## config.mk

```make
export PLATFORM = sky130hd
export DESIGN_NAME = fbuf_xfer_seq
export DESIGN_NICKNAME = d
export VERILOG_FILES = /design/src/rtl/fbuf_pkg.sv /design/src/rtl/fbuf_span_chk.sv /design/src/rtl/fbuf_burst_ctr.sv /design/src/rtl/fbuf_tmo_timer.sv /design/src/rtl/fbuf_xfer_seq.sv
export SDC_FILE = /design/constraint.sdc
export NUM_CORES = 1
export LEC_CHECK = 0
export ABC_CLOCK_PERIOD_IN_PS = 2800
export BUFFER_PORTS_ARGS = -buffer_cell sky130_fd_sc_hd__buf_2
export CAP_MARGIN = 15
export CELL_PAD_IN_SITES_DETAIL_PLACEMENT = 2
export CELL_PAD_IN_SITES_GLOBAL_PLACEMENT = 2
export CORE_UTILIZATION = 32
export CTS_CLUSTER_SIZE = 25
export DETAILED_ROUTE_END_ITERATION = 12
export GPL_TIMING_DRIVEN = 0
export PLACE_DENSITY_LB_ADDON = 0.1
export SYNTH_ARGS = -nofsm -noshare
export SYNTH_HDL_FRONTEND = slang
export SYNTH_HIERARCHICAL = 1
export SYNTH_SLANG_ARGS = --single-unit
```

## constraint.sdc

```tcl
create_clock -name clk -period 2.8 [get_ports clk]
set_clock_uncertainty 0.15 [all_clocks]
set_input_delay 0.42 -clock clk [delete_from_list [all_inputs] [get_ports clk]]
set_output_delay 0.42 -clock clk [all_outputs]
set_load 0.01 [all_outputs]
```

## src/rtl/fbuf_pkg.sv

```systemverilog
package fbuf_pkg;

    typedef enum logic [1:0] {
        DIR_RD = 2'd0,
        DIR_WR = 2'd1,
        DIR_RW = 2'd2
    } fb_dir_e;

    typedef enum logic [2:0] {
        ST_IDLE = 3'd0,
        ST_RD   = 3'd1,
        ST_WR   = 3'd2,
        ST_HOLD = 3'd3,
        ST_HALT = 3'd4
    } fb_state_e;

endpackage

```

## src/rtl/fbuf_span_chk.sv

```systemverilog
module fbuf_span_chk #(
    parameter int OFS_W    = 32,
    parameter int ADDR_W   = 31,
    parameter int LEN_W    = 24,
    parameter int BURST_LG = 13,
    parameter int ALIGN_LG = 6,
    parameter int NB_W     = LEN_W - BURST_LG + 1
) (
    input  logic [OFS_W-1:0]  rd_ofs_i,
    input  logic [OFS_W-1:0]  wr_ofs_i,
    input  logic              wr_en_i,
    input  logic [LEN_W-1:0]  len_i,
    output logic [ADDR_W-1:0] rd_base_o,
    output logic [ADDR_W-1:0] wr_base_o,
    output logic [NB_W-1:0]   nburst_o,
    output logic              overrun_o
);
    localparam int SUM_W = OFS_W + 2;
    localparam logic [OFS_W-1:0] ALIGN_MASK = ~((OFS_W'(1) << ALIGN_LG) - OFS_W'(1));
    localparam logic [SUM_W-1:0] LIMIT = SUM_W'(1) << ADDR_W;

    logic [OFS_W-1:0] rd_al, wr_al;
    logic [NB_W-1:0]  nb_raw;
    logic [SUM_W-1:0] span, rd_end, wr_end;

    always_comb begin
        rd_al    = rd_ofs_i & ALIGN_MASK;
        wr_al    = wr_ofs_i & ALIGN_MASK;
        nb_raw   = NB_W'(len_i >> BURST_LG) + NB_W'(|len_i[BURST_LG-1:0]);
        nburst_o = (nb_raw == '0) ? NB_W'(1) : nb_raw;
        span     = SUM_W'(nburst_o) << BURST_LG;
        rd_end   = SUM_W'(rd_al) + span;
        wr_end   = SUM_W'(wr_al) + span;
        overrun_o = (rd_end > LIMIT) || (wr_en_i && (wr_end > LIMIT));
        rd_base_o = rd_al[ADDR_W-1:0];
        wr_base_o = wr_al[ADDR_W-1:0];
    end
endmodule

```

## src/rtl/fbuf_burst_ctr.sv

```systemverilog
module fbuf_burst_ctr #(
    parameter int ADDR_W   = 31,
    parameter int BURST_LG = 13,
    parameter int NB_W     = 12
) (
    input  logic              clk,
    input  logic              rst_n,
    input  logic              load_i,
    input  logic [ADDR_W-1:0] base_i,
    input  logic [NB_W-1:0]   count_i,
    input  logic              adv_i,
    output logic [ADDR_W-1:0] addr_o,
    output logic              last_o
);
    localparam logic [ADDR_W-1:0] STEP = ADDR_W'(1) << BURST_LG;

    logic [NB_W-1:0] rem_q;

    always_ff @(posedge clk or negedge rst_n) begin
        if (!rst_n) begin
            addr_o <= '0;
            rem_q  <= '0;
        end else if (load_i) begin
            addr_o <= base_i;
            rem_q  <= count_i;
        end else if (adv_i) begin
            addr_o <= addr_o + STEP;
            rem_q  <= rem_q - NB_W'(1);
        end
    end

    assign last_o = (rem_q == NB_W'(1));

    // never step past the final burst
    a_r2_no_underflow: assert property (@(posedge clk) disable iff (!rst_n)
        adv_i && !load_i |-> rem_q > NB_W'(1));
endmodule

```

## src/rtl/fbuf_tmo_timer.sv

```systemverilog
module fbuf_tmo_timer #(
    parameter int TMO_W = 16
) (
    input  logic             clk,
    input  logic             rst_n,
    input  logic             start_i,
    input  logic [TMO_W-1:0] limit_i,
    input  logic             run_i,
    output logic             hit_o
);
    logic [TMO_W-1:0] cnt_q, lim_q;

    always_ff @(posedge clk or negedge rst_n) begin
        if (!rst_n) begin
            cnt_q <= '0;
            lim_q <= '0;
        end else if (start_i) begin
            cnt_q <= '0;
            lim_q <= limit_i;
        end else if (run_i && (cnt_q != lim_q)) begin
            cnt_q <= cnt_q + TMO_W'(1);
        end
    end

    assign hit_o = (cnt_q == lim_q);

    // the counter never passes its budget
    a_r8_cnt_bound: assert property (@(posedge clk) disable iff (!rst_n)
        !start_i && $past(cnt_q == lim_q) && !$past(start_i) |-> cnt_q == lim_q);
endmodule

```

## src/rtl/fbuf_xfer_seq.sv

```systemverilog
module fbuf_xfer_seq
    import fbuf_pkg::*;
#(
    parameter int OFS_W    = 32,
    parameter int ADDR_W   = 31,
    parameter int LEN_W    = 24,
    parameter int TMO_W    = 16,
    parameter int BURST_LG = 13,
    parameter int ALIGN_LG = 6
) (
    input  logic              clk,
    input  logic              rst_n,
    input  logic              step_i,
    input  logic              trigger_i,
    input  logic [1:0]        dir_i,
    input  logic [OFS_W-1:0]  rd_ofs_i,
    input  logic [OFS_W-1:0]  wr_ofs_i,
    input  logic [LEN_W-1:0]  len_i,
    input  logic              accel_i,
    input  logic              strict_i,
    input  logic [TMO_W-1:0]  timeout_i,
    output logic              mem_req_o,
    output logic              mem_we_o,
    output logic [ADDR_W-1:0] mem_addr_o,
    input  logic              mem_ack_i,
    output logic              busy_o,
    output logic              done_o,
    output logic              status_o,
    output logic              halted_o,
    output logic              err_ovr_o,
    output logic              err_busy_o
);
    localparam int NB_W = LEN_W - BURST_LG + 1;

    fb_state_e st, st_nx;

    logic              wr_q, accel_q, strict_q, late_q;
    logic [ADDR_W-1:0] wr_base_q;
    logic [NB_W-1:0]   nb_q;

    logic              dir_wr;
    logic [ADDR_W-1:0] sp_rd_base, sp_wr_base;
    logic [NB_W-1:0]   sp_nb;
    logic              sp_ovr;

    logic              bc_load, bc_adv, bc_last;
    logic [ADDR_W-1:0] bc_base, bc_addr;
    logic [NB_W-1:0]   bc_cnt;
    logic              tmo_hit;

    logic accept, on_bus, ack_last, fin, to_wr, fail_now;
    logic ev_done, ev_ok, ev_ovr, ev_busy, set_late;

    assign dir_wr = (dir_i != DIR_RD);

    fbuf_span_chk #(
        .OFS_W(OFS_W), .ADDR_W(ADDR_W), .LEN_W(LEN_W),
        .BURST_LG(BURST_LG), .ALIGN_LG(ALIGN_LG), .NB_W(NB_W)
    ) u_span (
        .rd_ofs_i (rd_ofs_i),
        .wr_ofs_i (wr_ofs_i),
        .wr_en_i  (dir_wr),
        .len_i    (len_i),
        .rd_base_o(sp_rd_base),
        .wr_base_o(sp_wr_base),
        .nburst_o (sp_nb),
        .overrun_o(sp_ovr)
    );

    fbuf_burst_ctr #(
        .ADDR_W(ADDR_W), .BURST_LG(BURST_LG), .NB_W(NB_W)
    ) u_bctr (
        .clk    (clk),
        .rst_n  (rst_n),
        .load_i (bc_load),
        .base_i (bc_base),
        .count_i(bc_cnt),
        .adv_i  (bc_adv),
        .addr_o (bc_addr),
        .last_o (bc_last)
    );

    fbuf_tmo_timer #(
        .TMO_W(TMO_W)
    ) u_tmo (
        .clk    (clk),
        .rst_n  (rst_n),
        .start_i(accept),
        .limit_i(timeout_i),
        .run_i  (on_bus),
        .hit_o  (tmo_hit)
    );

    // decode of the current state
    always_comb begin
        on_bus   = (st == ST_RD) || (st == ST_WR);
        busy_o   = on_bus || (st == ST_HOLD);
        halted_o = (st == ST_HALT);
        accept   = step_i && trigger_i && (st == ST_IDLE);
        ev_busy  = step_i && trigger_i && busy_o;
        ack_last = on_bus && mem_ack_i && bc_last;
        to_wr    = (st == ST_RD) && ack_last && wr_q;
        fin      = ack_last && ((st == ST_WR) || !wr_q);
        fail_now = accel_q ? tmo_hit : (step_i && !late_q);
        bc_load  = (accept && !sp_ovr) || to_wr;
        bc_base  = (st == ST_IDLE) ? sp_rd_base : wr_base_q;
        bc_cnt   = (st == ST_IDLE) ? sp_nb : nb_q;
        bc_adv   = on_bus && mem_ack_i && !bc_last;
        mem_req_o  = on_bus;
        mem_we_o   = (st == ST_WR);
        mem_addr_o = bc_addr;
    end

    // next state and step events
    always_comb begin
        st_nx    = st;
        ev_done  = 1'b0;
        ev_ok    = 1'b0;
        ev_ovr   = 1'b0;
        set_late = 1'b0;
        unique case (st)
            ST_IDLE: begin
                if (accept) begin
                    if (sp_ovr) begin
                        ev_done = 1'b1;
                        ev_ovr  = 1'b1;
                        st_nx   = strict_i ? ST_HALT : ST_IDLE;
                    end else begin
                        st_nx = ST_RD;
                    end
                end
            end
            ST_RD, ST_WR: begin
                if (fin) begin
                    if (late_q) begin
                        st_nx = ST_IDLE;
                    end else if (accel_q || step_i) begin
                        ev_done = 1'b1;
                        ev_ok   = 1'b1;
                        st_nx   = ST_IDLE;
                    end else begin
                        st_nx = ST_HOLD;
                    end
                end else begin
                    st_nx = to_wr ? ST_WR : st;
                    if (fail_now) begin
                        ev_done = 1'b1;
                        if (strict_q)     st_nx = ST_HALT;
                        else if (accel_q) st_nx = ST_IDLE;
                        else              set_late = 1'b1;
                    end
                end
            end
            ST_HOLD: begin
                if (step_i) begin
                    ev_done = 1'b1;
                    ev_ok   = 1'b1;
                    st_nx   = ST_IDLE;
                end
            end
            ST_HALT: st_nx = ST_HALT;
            default: st_nx = ST_IDLE;
        endcase
    end

    // state register and per-request configuration
    always_ff @(posedge clk or negedge rst_n) begin
        if (!rst_n) begin
            st        <= ST_IDLE;
            wr_q      <= 1'b0;
            accel_q   <= 1'b0;
            strict_q  <= 1'b0;
            late_q    <= 1'b0;
            wr_base_q <= '0;
            nb_q      <= '0;
        end else begin
            st <= st_nx;
            if (accept) begin
                wr_q      <= dir_wr;
                accel_q   <= accel_i;
                strict_q  <= strict_i;
                late_q    <= 1'b0;
                wr_base_q <= sp_wr_base;
                nb_q      <= sp_nb;
            end else if (set_late) begin
                late_q <= 1'b1;
            end
        end
    end

    // registered outputs
    always_ff @(posedge clk or negedge rst_n) begin
        if (!rst_n) begin
            done_o     <= 1'b0;
            status_o   <= 1'b0;
            err_ovr_o  <= 1'b0;
            err_busy_o <= 1'b0;
        end else begin
            done_o     <= ev_done;
            err_ovr_o  <= ev_ovr;
            err_busy_o <= ev_busy;
            if (ev_done) status_o <= ev_ok;
        end
    end

    // burst addresses keep the offset alignment
    a_r1_addr_align: assert property (@(posedge clk) disable iff (!rst_n)
        mem_req_o |-> mem_addr_o[ALIGN_LG-1:0] == '0);

    // a pending burst holds until acknowledged or the transfer is reported
    a_r2_req_hold: assert property (@(posedge clk) disable iff (!rst_n)
        mem_req_o && !mem_ack_i |=> (mem_req_o && $stable(mem_addr_o) && $stable(mem_we_o)) || done_o);

    // an overrun is always reported as a failed completion
    a_r3_ovr_fail: assert property (@(posedge clk) disable iff (!rst_n)
        err_ovr_o |-> done_o && !status_o && !mem_req_o);

    // the halt is sticky and silent
    a_r9_halt_sticky: assert property (@(posedge clk) disable iff (!rst_n)
        halted_o |=> halted_o);
    a_r9_halt_quiet: assert property (@(posedge clk) disable iff (!rst_n)
        halted_o |-> !mem_req_o && !busy_o);

    // an ignored-trigger flag follows a busy cycle
    a_r10_busy_flag: assert property (@(posedge clk) disable iff (!rst_n)
        err_busy_o |-> $past(busy_o));

    // a write burst is never followed directly by a read burst
    a_r4_rd_first: assert property (@(posedge clk) disable iff (!rst_n)
        mem_req_o && mem_we_o |=> !(mem_req_o && !mem_we_o));
endmodule

```

==> results.json, run 1 <==
{
  "clock-sinks": 129,
  "hold_depth": 3,
  "layout_common_cells": "nand2_1 (180), buf_2 (146), dfrtp_1 (129)",
  "route.met2.wl_mm": 17.2,
  "avgViaCountPerCell": 5.24,
  "endpoint_kind": "flip-flop",
  "violations": "negative setup slack",
  "ys_ff_latch": 129,
  "antenna_found_initial": 8,
  "clk_pin_slew_ns": 0.06,
  "cts_root_buf": "clkbuf_16",
  "post_drt_wl_per_cell_um": 21.3,
  "numPortBuffers": 136,
  "path_class": "primary input to flip-flop",
  "htree_levels": 4,
  "grt_max_degree": 90,
  "p_leak_nw": 5.57,
  "gr-total-overflow": 0,
  "p_total_mw": 7.48,
  "dp_hpwl_mm": 26.2,
  "crit_fanout": 8,
  "gp_congestion": 0.862,
  "die_x_um": 172,
  "syn_avg_cell_area_sq_um": 8.81,
  "min-delay-start": "wr_ofs_i[25]",
  "grt_pass1_wl_mm": 53.9,
  "slew_headroom": 0.438,
  "finalCritPeriodShare": 2.09,
  "max_slew.worst_pin.slew_ns": 0.836,
  "setup-violations-final": 48,
  "startpoint_type": "primary input",
  "layout_min_cycle_time_ns": 5.84,
  "power_density_nw_per_um2": 609,
  "syn_to_final_growth_pct": 32.0,
  "final_common_cell": "nand2_1",
  "drt_iter0_drc": 307,
  "hold_class": "primary input to flip-flop",
  "cap_violations": 0,
  "arrival_ns": 6.00,
  "wl_mm": 35.0,
  "reg2reg_from": "u_bctr/rem_q[2]",
  "first_pass_iters": 4,
  "die_h_um": 172,
  "critPathRequiredTime_ns": 2.96,
  "syn_inst": 1056,
  "finalInstanceArea_sq_um": 12300,
  "fmax_ghz": 0.171,
  "grt_pass1_vias": 9415,
  "r2r-end": "u_bctr/addr_o[9]",
  "async_flop_share": 1.00,
  "layout.nets": 1388,
  "std_cell_rows": 62,
  "synthFlopType": "dfrtp_1",
  "layout-drive-gt1-share": 0.377,
  "start_util": 0.325,
  "reg2reg_depth": 9,
  "met3_length_mm": 1.09,
  "outcome": "complete, but fails checks",
  "placed_cell_area_sq_um": 10700,
  "place_ws_ns": -4.42,
  "wl_met1_mm": 15.9,
  "worst_slack_ns": -3.04,
  "cts.path.max_buffers": 2,
  "ys_seq_area_frac": 0.347,
  "grt_usage": 0.242,
  "hold_path_end": "wr_base_q[25]",
  "dieArea_sq_um": 29700,
  "cts_tree": "done",
  "r2r_setup_slack_ns": -0.20,
  "top_layer_used": "met5",
  "cts_buffers": 17,
  "core_sq_um": 28600,
  "final_max_slew_viol_count": 0,
  "synth_area_sq_um": 9300,
  "rsz0062_at_grt": "true",
  "clock_latency_ns": 0.43,
  "finalHoldViolations": 0,
  "yosys_warnings": 6,
  "vias": 8610,
  "ys_types": 86,
  "synth_edf_count": 0,
  "antenna_left": 0,
  "ir_drop_uv": 331,
  "drc": 0,
  "io_pins": 152
}
[cells in the mapped netlist, types with 12 or more instances]
| library cell | count | area (sq um) |
|---|---|---|
| buf_2 | 15 | 75.1 |
| o21ai_0 | 47 | 235 |
| nand2_1 | 205 | 769 |
| a21oi_1 | 40 | 200 |
| nand3_1 | 31 | 155 |
| dfrtp_1 | 129 | 3230 |
| xnor2_1 | 48 | 420 |
| inv_1 | 25 | 93.8 |
| or4_1 | 12 | 90.1 |
| nor4_1 | 17 | 106 |
| nor3_1 | 25 | 125 |
| mux2_2 | 74 | 833 |
| o31ai_1 | 12 | 90.1 |
| nand4_1 | 22 | 138 |
| ha_1 | 30 | 375 |
| nor2_1 | 42 | 158 |
| buf_4 | 70 | 526 |
| clkbuf_1 | 16 | 60.1 |
| and3_1 | 12 | 75.1 |
[worst max path at each step]
| stage | start | end | slack, ns |
|---|---|---|---|
| after CTS | len_i[1] | u_bctr/addr_o[9] | -2.96 |
| after detailed placement | len_i[1] | u_bctr/addr_o[17] | -4.42 |
| after floorplan | len_i[1] | u_bctr/addr_o[0] | -2.47 |
| after global routing | len_i[12] | u_bctr/addr_o[9] | -3.11 |
| final | len_i[1] | u_bctr/addr_o[9] | -3.04 |
| after global placement | len_i[7] | u_bctr/addr_o[2] | -4.40 |
[what timing repair did]
item / in CTS / in global routing
pin swaps: 21 / 7
gates resized for setup: 130 / 50
gates cloned: 4 / 2
buffers inserted: 12 / 2
endpoints found under the setup margin: 73 / 60
endpoints found under the hold margin: 40 / 0
hold buffers: 1 / 0
[logic make-up (layout without fill, tap and decap cells)]
family / after synthesis / in the layout / share of synthesized area
AND/OR/NAND/NOR: 423 / 423 / 0.226
AO/OA/AOI/OAI: 192 / 192 / 0.135
buffers and inverters: 136 / 324 / 0.0900
flip-flops: 129 / 129 / 0.347
multiplexers: 84 / 84 / 0.101
XOR/XNOR: 59 / 59 / 0.0556
adder cells (fa/ha/maj): 32 / 32 / 0.0447
other: 1 / 17 / 0.000403
[critical path, stage by stage]
cell and delay, ns:
buf_6 0.09, nor4_4 0.25, nand4_1 0.31, ha_4 0.31, ha_4 0.24, or4_4 0.52
nor4_4 0.21, a31o_4 0.25, ha_4 0.15, inv_2 0.04, fa_2 0.58, o211ai_1 0.10
or4_4 0.45, nor4_4 0.13, nor4b_2 0.26, nand4_1 0.15, nand4bb_4 0.26, a211o_4 0.38
o21ai_4 0.18, buf_12 0.17, clkbuf_16 0.19, mux2_4 0.30
[sequential cells by signal, indices dropped and copies added, names as in the netlist, 3 cells and up]
signal	flops
u_bctr/addr_o	31
wr_base_q	31
u_tmo/cnt_q	16
u_tmo/lim_q	16
nb_q	12
u_bctr/rem_q	12
st	3
[report_power, final]
part           switching, mW  leakage, nW  internal [mW]  total (mW)
Sequential             0.390         1.63           2.29        2.68
Combinational           1.22         3.64           1.09        2.32
Clock                  0.973        0.305           1.50        2.48
[area by class of cell]
cell class                      count  area, sq um
Antenna cell                        5         12.5
Buffer                            110          873
Clock buffer                       17          425
Clock inverter                     14          203
Fill cell                        3153        16300
Inverter                           26         97.6
Multi-Input combinational cell    802         5970
Sequential cell                   129         3230
Tap cell                          384          480
Timing Repair Buffer              157          988
[metal layers]
layer  global-route usage  vias to the layer above
met2                0.417                      151
met3               0.0375                       42
met1                0.309                     4329
met4               0.0723                        6
li1                     -                     4082
met5                    0                        -
[stage by stage]
stage / TNS [ns] / std cells / hold WS [ns] / utilization
after floorplan: -112.95 / 1067 / -0.0256 / -
after global placement: -325.41 / 1587 / 0.304 / 0.371
after detailed placement: -213.73 / 1588 / 0.229 / 0.372
after CTS: -137.77 / 1636 / 0.0315 / 0.420
after global routing: -145.18 / 1640 / 0.0539 / 0.429
final: -141.28 / 1644 / 0.0447 / 0.429
(Power assumes the default switching activity.)
==> run 2: changes to the inputs <==
- PLACE_DENSITY_LB_ADDON: 0.1 -> 0.25
==> run 2 against run 1 <==
The flow still finishes with violations (negative setup slack). Setup slack worse by 0.067 ns. Critical path depth increased by 3. Combinational power is 3% lower. Flip-flop and latch count unchanged. Sequential power hardly changed. Count of clock-buffer cells in the layout is 1 higher. Design area fell by 2.2%. Non-clock buffer count decreased by 2. Wire length grew 1.7%. Clock power shrank 7%. Power decreased by 3.3%. Largest cell class unchanged.
==> results.json, run 2 (same netlist as run 1, synthesis figures left out) <==
{
  "p_total_mw": 7.23,
  "cp_common_cell": "ha_4",
  "r2r-end": "u_bctr/addr_o[29]",
  "numPortBuffers": 136,
  "final_common_cell": "nand2_1",
  "fmax_ghz": 0.169,
  "gp_congestion": 0.875,
  "first_pass_iters": 4,
  "grt_max_degree": 90,
  "dp_hpwl_mm": 25.8,
  "drc": 0,
  "r2r_setup_slack_ns": -0.29,
  "gr-total-overflow": 0,
  "die_h_um": 172,
  "placed_cell_area_sq_um": 10700,
  "fin_util": 0.419,
  "std_cell_rows": 62,
  "antenna_found_initial": 4,
  "endpoint_kind": "flip-flop",
  "crit_buf_inv": 5,
  "vias": 8664,
  "finalHoldViolations": 0,
  "slew_headroom": 0.450,
  "hold_class": "primary input to flip-flop",
  "crit_fanout": 6,
  "switching_power_mw": 2.62,
  "violations": "negative setup slack",
  "cap_violations": 0,
  "arrival_ns": 6.07,
  "layout.nets": 1386,
  "setup-violations-final": 48,
  "critPathRequiredTime_ns": 2.96,
  "critPathTopFamily": "simple AND/OR/NAND/NOR gates",
  "max_slew.worst_pin.slew_ns": 0.819,
  "slowest_delay_ns": 0.55,
  "clock_latency_ns": 0.43,
  "drt_iter0_drc": 419,
  "grt_pass1_vias": 9399,
  "endpoint": "u_bctr/addr_o[29]",
  "clkPwrFrac": 0.319,
  "core_sq_um": 28600,
  "layout_common_cells": "nand2_1 (190), buf_2 (147), dfrtp_1 (129)",
  "grt_usage": 0.244,
  "p_leak_nw": 5.38,
  "antenna_left": 0,
  "syn_to_final_growth_pct": 29.1,
  "cts_root_buf": "clkbuf_16",
  "startpoint_type": "primary input",
  "io_pins": 152,
  "crit_slowest_cell": "fa_1",
  "finalInstanceArea_sq_um": 12000,
  "start_util": 0.325,
  "cts.path.max_buffers": 2,
  "cts_tree": "done",
  "ir_drop_uv": 333,
  "largest_registers": "u_bctr/addr_o: 31 flops, wr_base_q: 31 flops",
  "final_max_slew_viol_count": 0,
  "grt_pass1_wl_mm": 54.2,
  "htree_levels": 4,
  "power.internal_mw": 4.60,
  "crit_start": "len_i[12]",
  "combPwrFrac": 0.312,
  "reg2reg_from": "u_bctr/rem_q[5]",
  "outcome": "complete, but fails checks",
  "rsz0062_at_grt": "true",
  "power_density_nw_per_um2": 602,
  "dieArea_sq_um": 29700,
  "cp.depth": 25,
  "clock-sinks": 129,
  "path_class": "primary input to flip-flop",
  "layout_min_cycle_time_ns": 5.91,
  "clk_pin_slew_ns": 0.07,
  "switching_share": 0.363,
  "post_drt_wl_per_cell_um": 21.7,
  "reg2reg_depth": 10,
  "seqPwrFrac": 0.369,
  "cts_buffers": 17,
  "finalCritPeriodShare": 2.11,
  "worst_slack_ns": -3.11,
  "avgViaCountPerCell": 5.28,
  "layout-drive-gt1-share": 0.359,
  "die_x_um": 172,
  "wl_mm": 35.6
}
run 2: repair_timing:
item                                   4_1_cts  5_1_grt
setup endpoints to repair                   77       52
hold buffers                                 1        0
pin swaps                                   15       17
gates resized for setup                     75       46
cloned                                       2        0
endpoints found under the hold margin       40        0
buffers inserted                             9        8
run 2: worst min path at each step:
stage,from,end,slack (ns),depth (start not counted)
floorplan,rst_n,accel_q,-0.03,0
global placement,nb_q[0],nb_q[0],0.30,2
detailed placement,rst_n,u_bctr/addr_o[29],0.22,1
CTS,wr_ofs_i[25],wr_base_q[25],0.03,3
global route,accel_i,accel_q,0.04,3
finish,accel_i,accel_q,0.04,3
run 2: area by class of cell:
class / instances / area, sq um
clock inverter: 14 / 144
sequential: 129 / 3230
timing repair buffer: 157 / 956
buffer: 108 / 842
antenna: 3 / 7.51
fill: 3159 / 16600
inverter: 26 / 100
tap: 384 / 480
clock buffer: 18 / 439
multi-input combinational: 802 / 5810
run 2: metal layers:
metal	GRT usage	routed length, um	vias up
met5	0	13	-
met4	0.0669	725	2
met2	0.431	17900	161
met3	0.0334	1110	31
li1	-	-	4074
met1	0.308	15900	4396
run 2: worst reg2reg max path, cell delays in order (launching register included):
cell and delay (ns):
dfrtp_1 0.41, or4_1 0.54, buf_6 0.16, nor4_2 0.44, and4bb_2 0.33, nand3_1 0.13
o21ai_4 0.12, buf_12 0.17, clkbuf_16 0.20, nor3b_2 0.05, a221o_1 0.28
run 2: per-stage QoR:
step	hold slack [ns]	instances	setup TNS [ns]	worst slack [ns]
2_1_floorplan	-0.0256	1067	-112.95	-2.47
3_3_place_gp	0.304	1587	-314.86	-4.30
3_5_place_dp	0.219	1588	-213.14	-4.37
4_1_cts	0.0346	1631	-143.69	-3.09
5_1_grt	0.0400	1638	-152.73	-3.27
6_report	0.0397	1641	-145.04	-3.11
run 2: power by group through the flow:
stage / clock, mW / combinational [mW] / sequential (mW)
CTS: 2.35 / 2.19 / 2.67
detailed placement: 0 / 2.07 / 2.70
global placement: 0 / 2.00 / 2.67
global route: 2.43 / 2.47 / 2.73
finish: 2.30 / 2.25 / 2.67
floorplan: 0 / 1.29 / 2.68
==> run 3: changes to the inputs <==
- PLACE_DENSITY_LB_ADDON: 0.25 -> 0.12
- SLEW_MARGIN: default -> 10
==> run 3 against run 2 <==
Clock power grew 12%. Combinational power is essentially flat. Sequential share of layout area is essentially flat. Design area is essentially flat. Flip-flop and latch count is the same. Via count shrank 1.5%. The run still ends with negative setup slack left. Power grew 3.6%. Wire length shrank 1.0%. Count of clock-buffer cells in the layout shrank 1. Non-clock buffer count is the same.
==> results.json, run 3 (same netlist as run 1, synthesis figures left out) <==
{
  "outcome": "complete, but fails checks",
  "violations": "negative setup slack",
  "crit_start": "len_i[7]",
  "worst_slack_ns": -3.23,
  "min-delay-start": "accel_i",
  "syn_to_final_growth_pct": 29.2,
  "clock_latency_ns": 0.42,
  "endpoint_kind": "flip-flop",
  "layout_common_cells": "nand2_1 (200), buf_2 (147), dfrtp_1 (129)",
  "dieArea_sq_um": 29700,
  "clock-sinks": 129,
  "antenna_found_initial": 5,
  "p_leak_nw": 5.35,
  "start_util": 0.325,
  "crit_slowest_cell": "or4_4",
  "std_cell_rows": 62,
  "numPlacedInstances": 1588,
  "cap_violations": 0,
  "drc": 0,
  "rsz0062_at_grt": "true",
  "grt_pass1_wl_mm": 54.0,
  "reg2reg_from": "u_bctr/rem_q[7]",
  "io_pins": 152,
  "grt_usage": 0.242,
  "post_drt_wl_per_cell_um": 21.5,
  "cts_tree": "done",
  "die_h_um": 172,
  "cp_common_cell": "ha_4",
  "first_pass_iters": 5,
  "cts.path.max_buffers": 2,
  "fin_util": 0.420,
  "wl_met1_mm": 16.1,
  "vias": 8532,
  "final_max_slew_viol_count": 0,
  "die_x_um": 172,
  "numPortBuffers": 136,
  "fin_tns_setup_ns": -149.63,
  "setup-violations-final": 49,
  "gr-total-overflow": 0,
  "dp_hpwl_mm": 25.7,
  "crit_fanout": 7,
  "drt_iter0_drc": 389,
  "instances_no_fill": 1641,
  "htree_levels": 4,
  "hold_ws_ns": 0.0525,
  "arrival_ns": 6.19,
  "finalHoldViolations": 0,
  "antenna_left": 0,
  "clk_pin_slew_ns": 0.07,
  "startpoint_type": "primary input",
  "route.met2.wl_mm": 17.5,
  "hold_class": "primary input to flip-flop",
  "grt_max_degree": 69,
  "fmax_ghz": 0.166,
  "cts_buffers": 17,
  "top_layer_used": "met5",
  "layout.nets": 1386,
  "critPathTopFamily": "simple AND/OR/NAND/NOR gates",
  "finalCritPeriodShare": 2.15,
  "met3_length_mm": 1.10,
  "slew_headroom": 0.437,
  "avgViaCountPerCell": 5.20,
  "core_sq_um": 28600,
  "grt_pass1_vias": 9310,
  "power_density_nw_per_um2": 623,
  "layout_min_cycle_time_ns": 6.03,
  "ir_drop_uv": 328,
  "crit_buf_inv": 5,
  "wl_mm": 35.2,
  "final_common_cell": "nand2_1",
  "gp_congestion": 0.835,
  "critPathRequiredTime_ns": 2.96,
  "slowest_delay_ns": 0.54,
  "largest_registers": "u_bctr/addr_o: 31 flops, wr_base_q: 31 flops",
  "p_total_mw": 7.48,
  "max_slew.worst_pin.slew_ns": 0.839,
  "path_class": "primary input to flip-flop",
  "layout-drive-gt1-share": 0.344,
  "cts_root_buf": "clkbuf_16"
}
## run 3: worst paths after layout
kind                                endpoint  slack (ns)  depth (start not counted)
hold reg to reg                wr_base_q[27]        0.33                          2
setup / recovery           u_bctr/addr_o[27]       -3.23                         25
max in group asynchronous       wr_base_q[4]        1.37                          3
min in group asynchronous  u_bctr/addr_o[27]        0.36                          2
setup reg to reg           u_bctr/addr_o[27]       -0.30                          9
hold / removal                       accel_q        0.05                          3
## run 3: power breakdown
group	total [mW]	internal [mW]	leakage, nW	switching (mW)
clock network	2.58	1.60	0.319	0.981
registers	2.67	2.29	1.63	0.380
logic	2.24	1.05	3.40	1.18
total	7.48	4.94	5.35	2.54
## run 3: what timing repair did
item	4_1_cts	5_1_grt
gates resized for setup	77	24
setup buffers	12	3
gates cloned	2	2
setup endpoints to repair	73	61
hold buffers	1	0
pin swaps	12	17
endpoints found under the hold margin	61	0
## run 3: per-stage QoR
step                area (sq um)  worst slack (ns)
floorplan                   9470             -2.47
global placement           10600             -4.47
detailed placement         10700             -4.53
CTS                        11900             -3.07
global route               12000             -3.34
finish                     12000             -3.23
## run 3: cell type report
| type | instances | area, sq um |
|---|---|---|
| Antenna cell | 4 | 10.0 |
| Buffer | 110 | 845 |
| Clock buffer | 17 | 425 |
| Clock inverter | 14 | 225 |
| Fill cell | 3174 | 16600 |
| Inverter | 26 | 97.6 |
| Multi-Input combinational cell | 802 | 5770 |
| Sequential cell | 129 | 3230 |
| Tap cell | 384 | 480 |
| Timing Repair Buffer | 155 | 935 |
## run 3: tightest hold or removal path, cell delays in order
cell and delay (ns):
buf_2 0.08, nand2_1 0.04, nand2_1 0.04
## run 3: routing by layer
metal  track usage  vias up
met1         0.314     4296
met4        0.0543        2
met5             0        -
li1              -     4061
met2         0.424      142
met3        0.0330       31
